<file path="src/rtl/i2cfifo_pkg.sv">
package i2cfifo_pkg;

  localparam int unsigned THR_W = 6;
  localparam int unsigned CNT_W = 6;
  localparam int unsigned BYTE_W = 8;

  // Per-cycle events the top hands to the flag logic.
  typedef struct packed {
    logic flush;      // clear request wins over all else
    logic bus_push;   // byte accepted from the sequencer
    logic bus_pop;    // byte taken by the sequencer
    logic host_rd_ok; // host read of a non-empty FIFO
    logic host_wr_ok; // host write to a non-full FIFO
    logic host_bad;   // host access that could not complete
    logic bus_ovf;    // byte offered while full
    logic udf_hit;    // sequencer asked for data, FIFO empty
  } fifo_evt_t;

  function automatic logic [1:0] depth_code(input int unsigned depth);
    case (depth)
      16:      return 2'b01;
      32:      return 2'b10;
      64:      return 2'b11;
      default: return 2'b00;
    endcase
  endfunction

endpackage

</file>
<file path="src/rtl/fifo_store.sv">
module fifo_store #(
  parameter int unsigned DEPTH = 16,
  localparam int unsigned AW = $clog2(DEPTH),
  localparam int unsigned LW = AW + 1
) (
  input  logic          clk,
  input  logic          rst_n,
  input  logic          flush,
  input  logic          push,
  input  logic [7:0]    push_data,
  input  logic          pop,
  output logic [7:0]    head_data,
  output logic [LW-1:0] fill,
  output logic [LW-1:0] fill_next
);

  logic [7:0]    mem [DEPTH];
  logic [AW-1:0] wr_ptr;
  logic [AW-1:0] rd_ptr;

  assign head_data = mem[rd_ptr];

  always_comb begin
    if (flush) fill_next = '0;
    else       fill_next = fill + LW'(push) - LW'(pop);
  end

  always_ff @(posedge clk or negedge rst_n) begin
    if (!rst_n) begin
      wr_ptr <= '0;
      rd_ptr <= '0;
      fill   <= '0;
    end else if (flush) begin
      wr_ptr <= '0;
      rd_ptr <= '0;
      fill   <= '0;
    end else begin
      if (push) wr_ptr <= wr_ptr + AW'(1);
      if (pop)  rd_ptr <= rd_ptr + AW'(1);
      fill <= fill_next;
    end
  end

  always_ff @(posedge clk) begin
    if (push && !flush) mem[wr_ptr] <= push_data;
  end

endmodule

</file>
<file path="src/rtl/fifo_flags.sv">
module fifo_flags
  import i2cfifo_pkg::*;
#(
  parameter int unsigned LW = 5
) (
  input  logic             clk,
  input  logic             rst_n,
  input  fifo_evt_t        evt,
  input  logic [LW-1:0]    fill_next,
  input  logic [THR_W-1:0] rx_thr,
  input  logic [THR_W-1:0] tx_thr,
  input  logic [CNT_W-1:0] xfer_left,
  output logic             rx_ready,
  output logic             rx_drain,
  output logic             tx_ready,
  output logic             tx_drain,
  output logic             xfer_done,
  output logic             acc_err,
  output logic             tx_underflow,
  output logic             rx_overrun
);

  logic [7:0] nxt8;
  logic [7:0] rthr8;
  logic [7:0] tthr8;
  logic [7:0] left8;
  logic       above_rx;
  logic       at_or_below_rx;
  logic       now_empty;
  logic       any_push;

  logic rrdy_n, rdr_n, xrdy_n, xdr_n, done_n, aerr_n, udf_n, ovr_n;

  assign nxt8           = 8'(fill_next);
  assign rthr8          = 8'(rx_thr);
  assign tthr8          = 8'(tx_thr);
  assign left8          = 8'(xfer_left);
  assign above_rx       = nxt8 > rthr8;
  assign at_or_below_rx = !above_rx;
  assign now_empty      = nxt8 == 8'd0;
  assign any_push       = evt.bus_push | evt.host_wr_ok;

  always_comb begin
    rrdy_n = rx_ready;
    rdr_n  = rx_drain;
    xrdy_n = tx_ready;
    xdr_n  = tx_drain;
    done_n = xfer_done;
    aerr_n = acc_err;
    udf_n  = tx_underflow;
    ovr_n  = rx_overrun;

    if (evt.flush) begin
      rrdy_n = 1'b0;
      rdr_n  = 1'b0;
      xrdy_n = 1'b0;
      xdr_n  = 1'b0;
    end else begin
      // receive side: bus push decides first, host read otherwise
      if (evt.bus_push) begin
        rrdy_n = above_rx;
        rdr_n  = !above_rx;
      end else if (evt.host_rd_ok) begin
        if (now_empty) begin
          rrdy_n = 1'b0;
          rdr_n  = 1'b0;
          done_n = 1'b1;
        end else if (at_or_below_rx) begin
          rrdy_n = 1'b0;
          rdr_n  = 1'b1;
        end
      end

      if (any_push) done_n = 1'b0;

      // transmit side
      if (evt.host_wr_ok) begin
        xrdy_n = 1'b0;
        xdr_n  = 1'b0;
        udf_n  = 1'b0;
      end
      if (evt.bus_pop && now_empty) begin
        if (xfer_left != '0) begin
          xrdy_n = left8 > tthr8;
          xdr_n  = !(left8 > tthr8);
        end else begin
          xrdy_n = 1'b0;
          xdr_n  = 1'b0;
          done_n = 1'b1;
        end
      end
      if (evt.udf_hit) udf_n = 1'b1;

      // host access error: set wins over clear
      if (evt.host_rd_ok || evt.host_wr_ok) aerr_n = 1'b0;
      if (evt.host_bad) aerr_n = 1'b1;

      // receive overrun: set wins over clear
      if (evt.host_rd_ok) ovr_n = 1'b0;
      if (evt.bus_ovf)    ovr_n = 1'b1;
    end
  end

  always_ff @(posedge clk or negedge rst_n) begin
    if (!rst_n) begin
      rx_ready     <= 1'b0;
      rx_drain     <= 1'b0;
      tx_ready     <= 1'b0;
      tx_drain     <= 1'b0;
      xfer_done    <= 1'b0;
      acc_err      <= 1'b0;
      tx_underflow <= 1'b0;
      rx_overrun   <= 1'b0;
    end else begin
      rx_ready     <= rrdy_n;
      rx_drain     <= rdr_n;
      tx_ready     <= xrdy_n;
      tx_drain     <= xdr_n;
      xfer_done    <= done_n;
      acc_err      <= aerr_n;
      tx_underflow <= udf_n;
      rx_overrun   <= ovr_n;
    end
  end

endmodule

</file>
<file path="src/rtl/fifo_status.sv">
module fifo_status
  import i2cfifo_pkg::*;
#(
  parameter int unsigned DEPTH = 16,
  parameter int unsigned LW = 5
) (
  input  logic [LW-1:0]    fill,
  input  logic [CNT_W-1:0] xfer_left,
  output logic [15:0]      word
);

  localparam logic [1:0] DCODE = depth_code(DEPTH);

  logic [7:0] fill8;

  assign fill8 = 8'(fill);
  assign word  = {DCODE, fill8[5:0], 2'b00, xfer_left};

endmodule

</file>
<file path="src/rtl/i2c_byte_fifo.sv">
module i2c_byte_fifo
  import i2cfifo_pkg::*;
#(
  parameter int unsigned DEPTH = 16
) (
  input  logic        clk,
  input  logic        rst_n,
  input  logic        host_wr,
  input  logic [7:0]  host_wr_data,
  input  logic        host_rd,
  output logic [7:0]  host_rd_data,
  input  logic        cfg_we,
  input  logic [15:0] cfg_wdata,
  input  logic [5:0]  xfer_left,
  input  logic        bus_in_valid,
  input  logic [7:0]  bus_in_data,
  output logic        bus_in_ready,
  output logic        bus_out_valid,
  output logic [7:0]  bus_out_data,
  input  logic        bus_out_ready,
  output logic        rx_ready,
  output logic        rx_drain,
  output logic        tx_ready,
  output logic        tx_drain,
  output logic        xfer_done,
  output logic        acc_err,
  output logic        tx_underflow,
  output logic        rx_overrun,
  output logic [15:0] buf_status
);

  localparam int unsigned AW = $clog2(DEPTH);
  localparam int unsigned LW = AW + 1;
  localparam logic [LW-1:0] FULL_LVL = LW'(DEPTH);

  logic [THR_W-1:0] rx_thr;
  logic [THR_W-1:0] tx_thr;
  logic [LW-1:0]    fill;
  logic [LW-1:0]    fill_next;
  logic [7:0]       head;
  logic             full, empty, flush;
  logic             push, pop;
  logic [7:0]       push_data;
  logic             cfg_unused;
  fifo_evt_t        evt;

  assign cfg_unused = ^{cfg_wdata[15], cfg_wdata[7]};

  assign full  = fill == FULL_LVL;
  assign empty = fill == '0;
  assign flush = cfg_we & (cfg_wdata[14] | cfg_wdata[6]);

  assign bus_in_ready  = !full  && !host_wr && !flush;
  assign bus_out_valid = !empty && !host_rd && !flush;
  assign bus_out_data  = head;
  assign host_rd_data  = head;

  always_comb begin
    evt            = '0;
    evt.flush      = flush;
    evt.host_wr_ok = host_wr && !full  && !flush;
    evt.host_rd_ok = host_rd && !empty && !flush;
    evt.host_bad   = !flush && ((host_wr && full) || (host_rd && empty));
    evt.bus_push   = bus_in_valid  && bus_in_ready;
    evt.bus_pop    = bus_out_valid && bus_out_ready;
    evt.bus_ovf    = bus_in_valid && full && !flush;
    evt.udf_hit    = bus_out_ready && empty && (xfer_left != '0) && !host_wr && !flush;
  end

  assign push      = evt.host_wr_ok | evt.bus_push;
  assign pop       = evt.host_rd_ok | evt.bus_pop;
  assign push_data = host_wr ? host_wr_data : bus_in_data;

  always_ff @(posedge clk or negedge rst_n) begin
    if (!rst_n) begin
      rx_thr <= '0;
      tx_thr <= '0;
    end else if (cfg_we) begin
      rx_thr <= cfg_wdata[13:8];
      tx_thr <= cfg_wdata[5:0];
    end
  end

  fifo_store #(.DEPTH(DEPTH)) u_store (
    .clk       (clk),
    .rst_n     (rst_n),
    .flush     (flush),
    .push      (push),
    .push_data (push_data),
    .pop       (pop),
    .head_data (head),
    .fill      (fill),
    .fill_next (fill_next)
  );

  fifo_flags #(.LW(LW)) u_flags (
    .clk          (clk),
    .rst_n        (rst_n),
    .evt          (evt),
    .fill_next    (fill_next),
    .rx_thr       (rx_thr),
    .tx_thr       (tx_thr),
    .xfer_left    (xfer_left),
    .rx_ready     (rx_ready),
    .rx_drain     (rx_drain),
    .tx_ready     (tx_ready),
    .tx_drain     (tx_drain),
    .xfer_done    (xfer_done),
    .acc_err      (acc_err),
    .tx_underflow (tx_underflow),
    .rx_overrun   (rx_overrun)
  );

  fifo_status #(.DEPTH(DEPTH), .LW(LW)) u_status (
    .fill      (fill),
    .xfer_left (xfer_left),
    .word      (buf_status)
  );

endmodule

</file>
<file path="config.mk">
export PLATFORM = sky130hd
export DESIGN_NAME = i2c_byte_fifo
export DESIGN_NICKNAME = d
export VERILOG_FILES = /design/src/rtl/i2cfifo_pkg.sv /design/src/rtl/fifo_store.sv /design/src/rtl/fifo_flags.sv /design/src/rtl/fifo_status.sv /design/src/rtl/i2c_byte_fifo.sv
export SDC_FILE = /design/constraint.sdc
export NUM_CORES = 1
export LEC_CHECK = 0
export BUFFER_PORTS_ARGS = -buffer_cell sky130_fd_sc_hd__buf_2
export CAP_MARGIN = 20
export CORE_ASPECT_RATIO = 0.7
export CORE_MARGIN = 2
export CORE_UTILIZATION = 55
export CTS_CLUSTER_DIAMETER = 60
export DETAILED_ROUTE_END_ITERATION = 8
export PLACE_DENSITY = 0.81
export SLEW_MARGIN = 10
export SYNTH_ARGS = -nofsm -noshare
export SYNTH_HDL_FRONTEND = slang
export SYNTH_HIERARCHICAL = 1
export SYNTH_SLANG_ARGS = --single-unit
</file>
<file path="constraint.sdc">
create_clock -name clk -period 11.4 [get_ports clk]
set_input_delay 2.28 -clock clk [delete_from_list [all_inputs] [get_ports clk]]
set_output_delay 2.28 -clock clk [all_outputs]
set_load 0.005 [all_outputs]
</file>
==> results list <==
- Core occupancy in the finished layout: 0.629
- Core area: between 10000 and 15000 um2
* Largest clock skew in the final design: between 0.008 and 0.009 ns
- Detailed router's first-iteration violation count: approximately 400
* Cell leakage power: 3.14 nW
- Data on the critical path arrives at its endpoint at between 7 and 8 ns.
- First-pass GRT wire length: between 20 and 25 mm
* Sum Neg Setup Slack: 0 ns
* Total of warnings raised by yosys: 6
- The count of cells in the finished layout, fillers not included, comes to between 700 and 800.
* Average routed wire per standard cell: approximately 21 um
- In this run, synthesis inferred ~130 flip-flops with an integrated enable.
- Number of diodes: 0
- Summed over all layers, the global routing overflow is 0.
- Dividing total power by cell area gives a power density of roughly 220 nW/um2.
- After layout, the minimum clock period comes to roughly 7.0 ns.
- Of all flip-flops after synthesis, the portion carrying an async set or reset was 0.205.
- Count of final hold-check violations: 0
* Inst Count DP: around 680
* Final nets: just under 600
- Overall via count from detail_route: approximately 4200
- For this configuration, the core starts out at a cell density of 0.559.
- Root Buffer: sky130_fd_sc_hd__clkbuf_16
- Of the available clock period, the critical path in the final layout requires 0.610.
- Dividing the detail-routed via count by the number of cells gives 5.94.
* Slew at the pin closest to its max-slew limit: 1.08 ns
* CTS tree: done
- Synthesis produced a netlist whose cell count is between 400 and 500.
- The pre-antenna-repair detailed-routing pass consisted of 5 iterations.
* Worst slew margin relative to its limit: 0.279
* Signed area change from the synthesized netlist to the final layout: 12.6%
* Sequential cell area fraction in the yosys report: 0.638
- Core Rows: 35
- The number of hold buffers added after CTS was 0.
- For this design the top-level I/O count stands at 87.
- For the worst setup path, the data required time is approximately 12 ns.
- The die covers between 10000 and 15000 um2.
* Level count of the clock H-tree: 4
- Yosys mapped the design onto 54 distinct sky130hd cell types.
- From bottom edge to top edge, the die measures between 100 and 150 um.
- Cell chain of the critical path: buf_2, o21a_1, a21o_1, nor2_1, inv_1, ha_1, inv_1, ha_1, inv_1, fa_1, nor2b_1, o21ai_0, nand3_1, nor3b_1, ha_1, and3_1, a31oi_1, o21ai_0, o221a_2
- Skew-Pair Late Insertion Delay: about 0.42 ns
- Summing all multi-input logic gate instances after layout gives approximately 2300 um2.
- Entering global routing, the biggest net connects 36 pins.
* Number of global-route vias before repair: around 4100
- Total power for the finished layout comes to 1.82 mW.
- Number of CTS-inserted buffers: 17
- For this run, the leading register cell type out of synthesis is sky130_fd_sc_hd__edfxtp_1.
* Number of storage elements in the synthesis netlist: 161
- Fraction of layout instances using a drive strength above 1: 0.304
- The flow ran to the end, and the final reports show no timing, DRC or antenna violations.
- Master of the slowest instance on the critical path: sky130_fd_sc_hd__nor3b_1
- Max Fanout on Critical Path: 31
- Setup repair after global routing left no endpoint under its margin.
- In this design, the stage delay of the slowest critical-path cell is ~0.54 ns.
* # port buffers: 79
* Reg-to-reg critical path startpoint: u_store/fill[1]
- Clock sink count: 161
- In this run the horizontal extent of the chip is around 140 um.
- Routability-driven placement finished with a final weighted congestion of between 0.8 and 0.9.
- Endpoint kind of the worst setup timing path: register
* VDD IR-drop max: ~110 uV
- Overall routing resource usage: 0.229
* Residual DRC count: 0
- The startpoint identified for the worst hold timing path is u_flags/tx_underflow.
- Timing would allow up to 0.144 GHz.
- Count of endpoints failing setup in the final report: 0
- The sequential cells in the finished layout cover a total of 4670 um2.
* Synthesized area per cell: 15.8 um2
* Kind of start point of the critical path: input port
* Reg2Reg Setup Slack: about 6.6 ns
- Hold crit path type: register to register
* Setup crit start: cfg_we
- The mapped netlist covers 7320 um2.
* Worst-case reg-to-reg path depth: 18
* Final max-slew violation count: 0
* Total of fill cells in the finished design: 898
* Last element of the critical path: u_flags/rx_drain
* CP Class: input port to register
* CTS clock-pin slew for the worst setup and hold paths: 0.06 ns
* Hpwl dp: 9.92 mm
- Number of maximum-capacitance violations: 0
- In this run the remaining antenna-violating nets after routing total 0.
- Once the clock tree was built, the resizer swapped 0 gates to a different size.
* Antenna violations before repair: 0
- For this block, the routed nets add up to roughly 15 mm of wire.
* Post-CTS repair timing setup buffer count: 0
* Reg-to-reg endpoint: u_flags/rx_drain
- CTS max path bufs: 2
[per-layer routing]
layer  wire (um)  vias to the layer above  global-route usage
met1        6970                     2152               0.330
met2        7150                      175               0.358
met5           0                        -                   0
met4         170                        0              0.0577
li1            -                     1868                   -
met3         916                       19              0.0570
[Yosys cell counts, types with 2 or more instances]
cell / count / area share
sky130_fd_sc_hd__a21o_1: 3 / 0.0031
sky130_fd_sc_hd__a21oi_1: 5 / 0.0034
sky130_fd_sc_hd__a22o_1: 3 / 0.0036
sky130_fd_sc_hd__a22oi_1: 16 / 0.016
sky130_fd_sc_hd__a31oi_1: 2 / 0.0017
sky130_fd_sc_hd__buf_2: 4 / 0.0027
sky130_fd_sc_hd__buf_4: 25 / 0.026
sky130_fd_sc_hd__buf_6: 3 / 0.0046
sky130_fd_sc_hd__clkbuf_1: 6 / 0.0031
sky130_fd_sc_hd__clkdlybuf4s25_2: 3 / 0.0041
sky130_fd_sc_hd__conb_1: 2 / 0.0010
sky130_fd_sc_hd__dfrtp_1: 33 / 0.11
sky130_fd_sc_hd__edfxtp_1: 128 / 0.53
sky130_fd_sc_hd__ha_1: 21 / 0.036
sky130_fd_sc_hd__inv_1: 26 / 0.013
sky130_fd_sc_hd__mux2_2: 20 / 0.031
sky130_fd_sc_hd__mux2i_1: 3 / 0.0041
sky130_fd_sc_hd__mux4_1: 11 / 0.039
sky130_fd_sc_hd__mux4_2: 21 / 0.065
sky130_fd_sc_hd__nand2_1: 20 / 0.010
sky130_fd_sc_hd__nand2b_1: 4 / 0.0034
sky130_fd_sc_hd__nand3_1: 9 / 0.0062
sky130_fd_sc_hd__nand4_1: 3 / 0.0026
sky130_fd_sc_hd__nor2_1: 36 / 0.018
sky130_fd_sc_hd__nor2b_1: 6 / 0.0051
sky130_fd_sc_hd__nor3_1: 9 / 0.0062
sky130_fd_sc_hd__nor3b_1: 3 / 0.0031
sky130_fd_sc_hd__nor4_4: 2 / 0.0058
sky130_fd_sc_hd__o21a_1: 2 / 0.0021
sky130_fd_sc_hd__o21ai_0: 3 / 0.0021
sky130_fd_sc_hd__o21ai_1: 2 / 0.0014
sky130_fd_sc_hd__xnor2_1: 2 / 0.0024
sky130_fd_sc_hd__xor2_1: 6 / 0.0072
[state kept, by name, summed over array words and instances, names as in the netlist]
signal and count:
rx_thr 6, u_flags/rx_ready 1, u_flags/rx_overrun 1, u_flags/xfer_done 1, u_flags/rx_drain 1, tx_thr 6
u_store/mem 128, u_flags/tx_underflow 1, u_flags/acc_err 1, u_store/wr_ptr 4, u_store/rd_ptr 4, u_flags/tx_ready 1
u_flags/tx_drain 1, u_store/fill 5
[stage by stage]
step	setup slack [ns]	area [um2]	hold WS (ns)
floorplan	5.33	7330	0.481
global placement	4.40	7670	0.480
detailed placement	4.15	7670	0.491
CTS	4.53	8220	0.504
global route	4.15	8240	0.517
finish	4.45	8240	0.506
[worst max-delay path: cells and delay by family]
family | cells | cell delay [ns]
compound gates | 6 | 1.62
fa+ha+maj | 4 | 1.28
buf+inv | 4 | 0.49
simple gates | 5 | 1.58
[report_power, final]
group | switching (mW) | internal [mW] | total (mW)
Sequential | 0.0535 | 0.685 | 0.739
Clock | 0.215 | 0.312 | 0.527
Combinational | 0.293 | 0.258 | 0.552
Total | 0.562 | 1.26 | 1.82
[cell type report]
cell class | instances | area share
sequential | 161 | 0.567
clock buffer | 22 | 0.0565
multi-input combinational | 237 | 0.273
tap | 166 | 0.0252
timing repair buffer | 87 | 0.0565
clock inverter | 10 | 0.0100
inverter | 26 | 0.0118
[worst min path at each step]
stage                            to  cells past startpoint
2_1_floorplan             tx_thr[5]                      1
5_1_grt        u_flags/tx_underflow                      1
6_report       u_flags/tx_underflow                      1
4_1_cts        u_flags/tx_underflow                      1
3_5_place_dp   u_flags/tx_underflow                      1
3_3_place_gp        u_flags/acc_err                      1
[layout by cell type, fill, tap and decap left out, types with 2 or more instances in the layout]
cell type,count
sky130_fd_sc_hd__dfrtp_1,32
sky130_fd_sc_hd__nand2_1,20
sky130_fd_sc_hd__nor3b_1,3
sky130_fd_sc_hd__clkbuf_16,18
sky130_fd_sc_hd__nand3_1,9
sky130_fd_sc_hd__xnor2_1,2
sky130_fd_sc_hd__xor2_1,6
sky130_fd_sc_hd__mux2i_1,3
sky130_fd_sc_hd__nor2_1,36
sky130_fd_sc_hd__conb_1,5
sky130_fd_sc_hd__o21ai_0,3
sky130_fd_sc_hd__nand2b_1,4
sky130_fd_sc_hd__nor4_4,2
sky130_fd_sc_hd__o21a_1,2
sky130_fd_sc_hd__nand4_1,3
sky130_fd_sc_hd__o21ai_1,2
sky130_fd_sc_hd__mux2_2,20
sky130_fd_sc_hd__a22o_1,3
sky130_fd_sc_hd__a31oi_1,2
sky130_fd_sc_hd__mux4_2,21
sky130_fd_sc_hd__inv_1,26
sky130_fd_sc_hd__clkinv_2,5
sky130_fd_sc_hd__inv_4,3
sky130_fd_sc_hd__buf_2,80
sky130_fd_sc_hd__ha_1,21
sky130_fd_sc_hd__a21o_1,3
sky130_fd_sc_hd__edfxtp_1,128
sky130_fd_sc_hd__mux4_1,11
sky130_fd_sc_hd__nor3_1,9
sky130_fd_sc_hd__buf_4,6
sky130_fd_sc_hd__a21oi_1,5
sky130_fd_sc_hd__nor2b_1,6
sky130_fd_sc_hd__a22oi_1,16
sky130_fd_sc_hd__clkbuf_1,4
[cells by family (layout without fill, tap and decap cells)]
logic type | after synthesis | in the layout | synth area share
other | 2 | 5 | 0.00103
buffers and inverters | 68 | 145 | 0.0562
muxes | 55 | 55 | 0.139
and+or+nand+nor | 102 | 102 | 0.0733
xor gates and xnor gates | 8 | 8 | 0.00957
DFF | 161 | 161 | 0.638
AOI/OAI and AO/OA | 45 | 45 | 0.0444
adders and majority gates | 22 | 22 | 0.0386
Power figures use the tool's default switching activity.
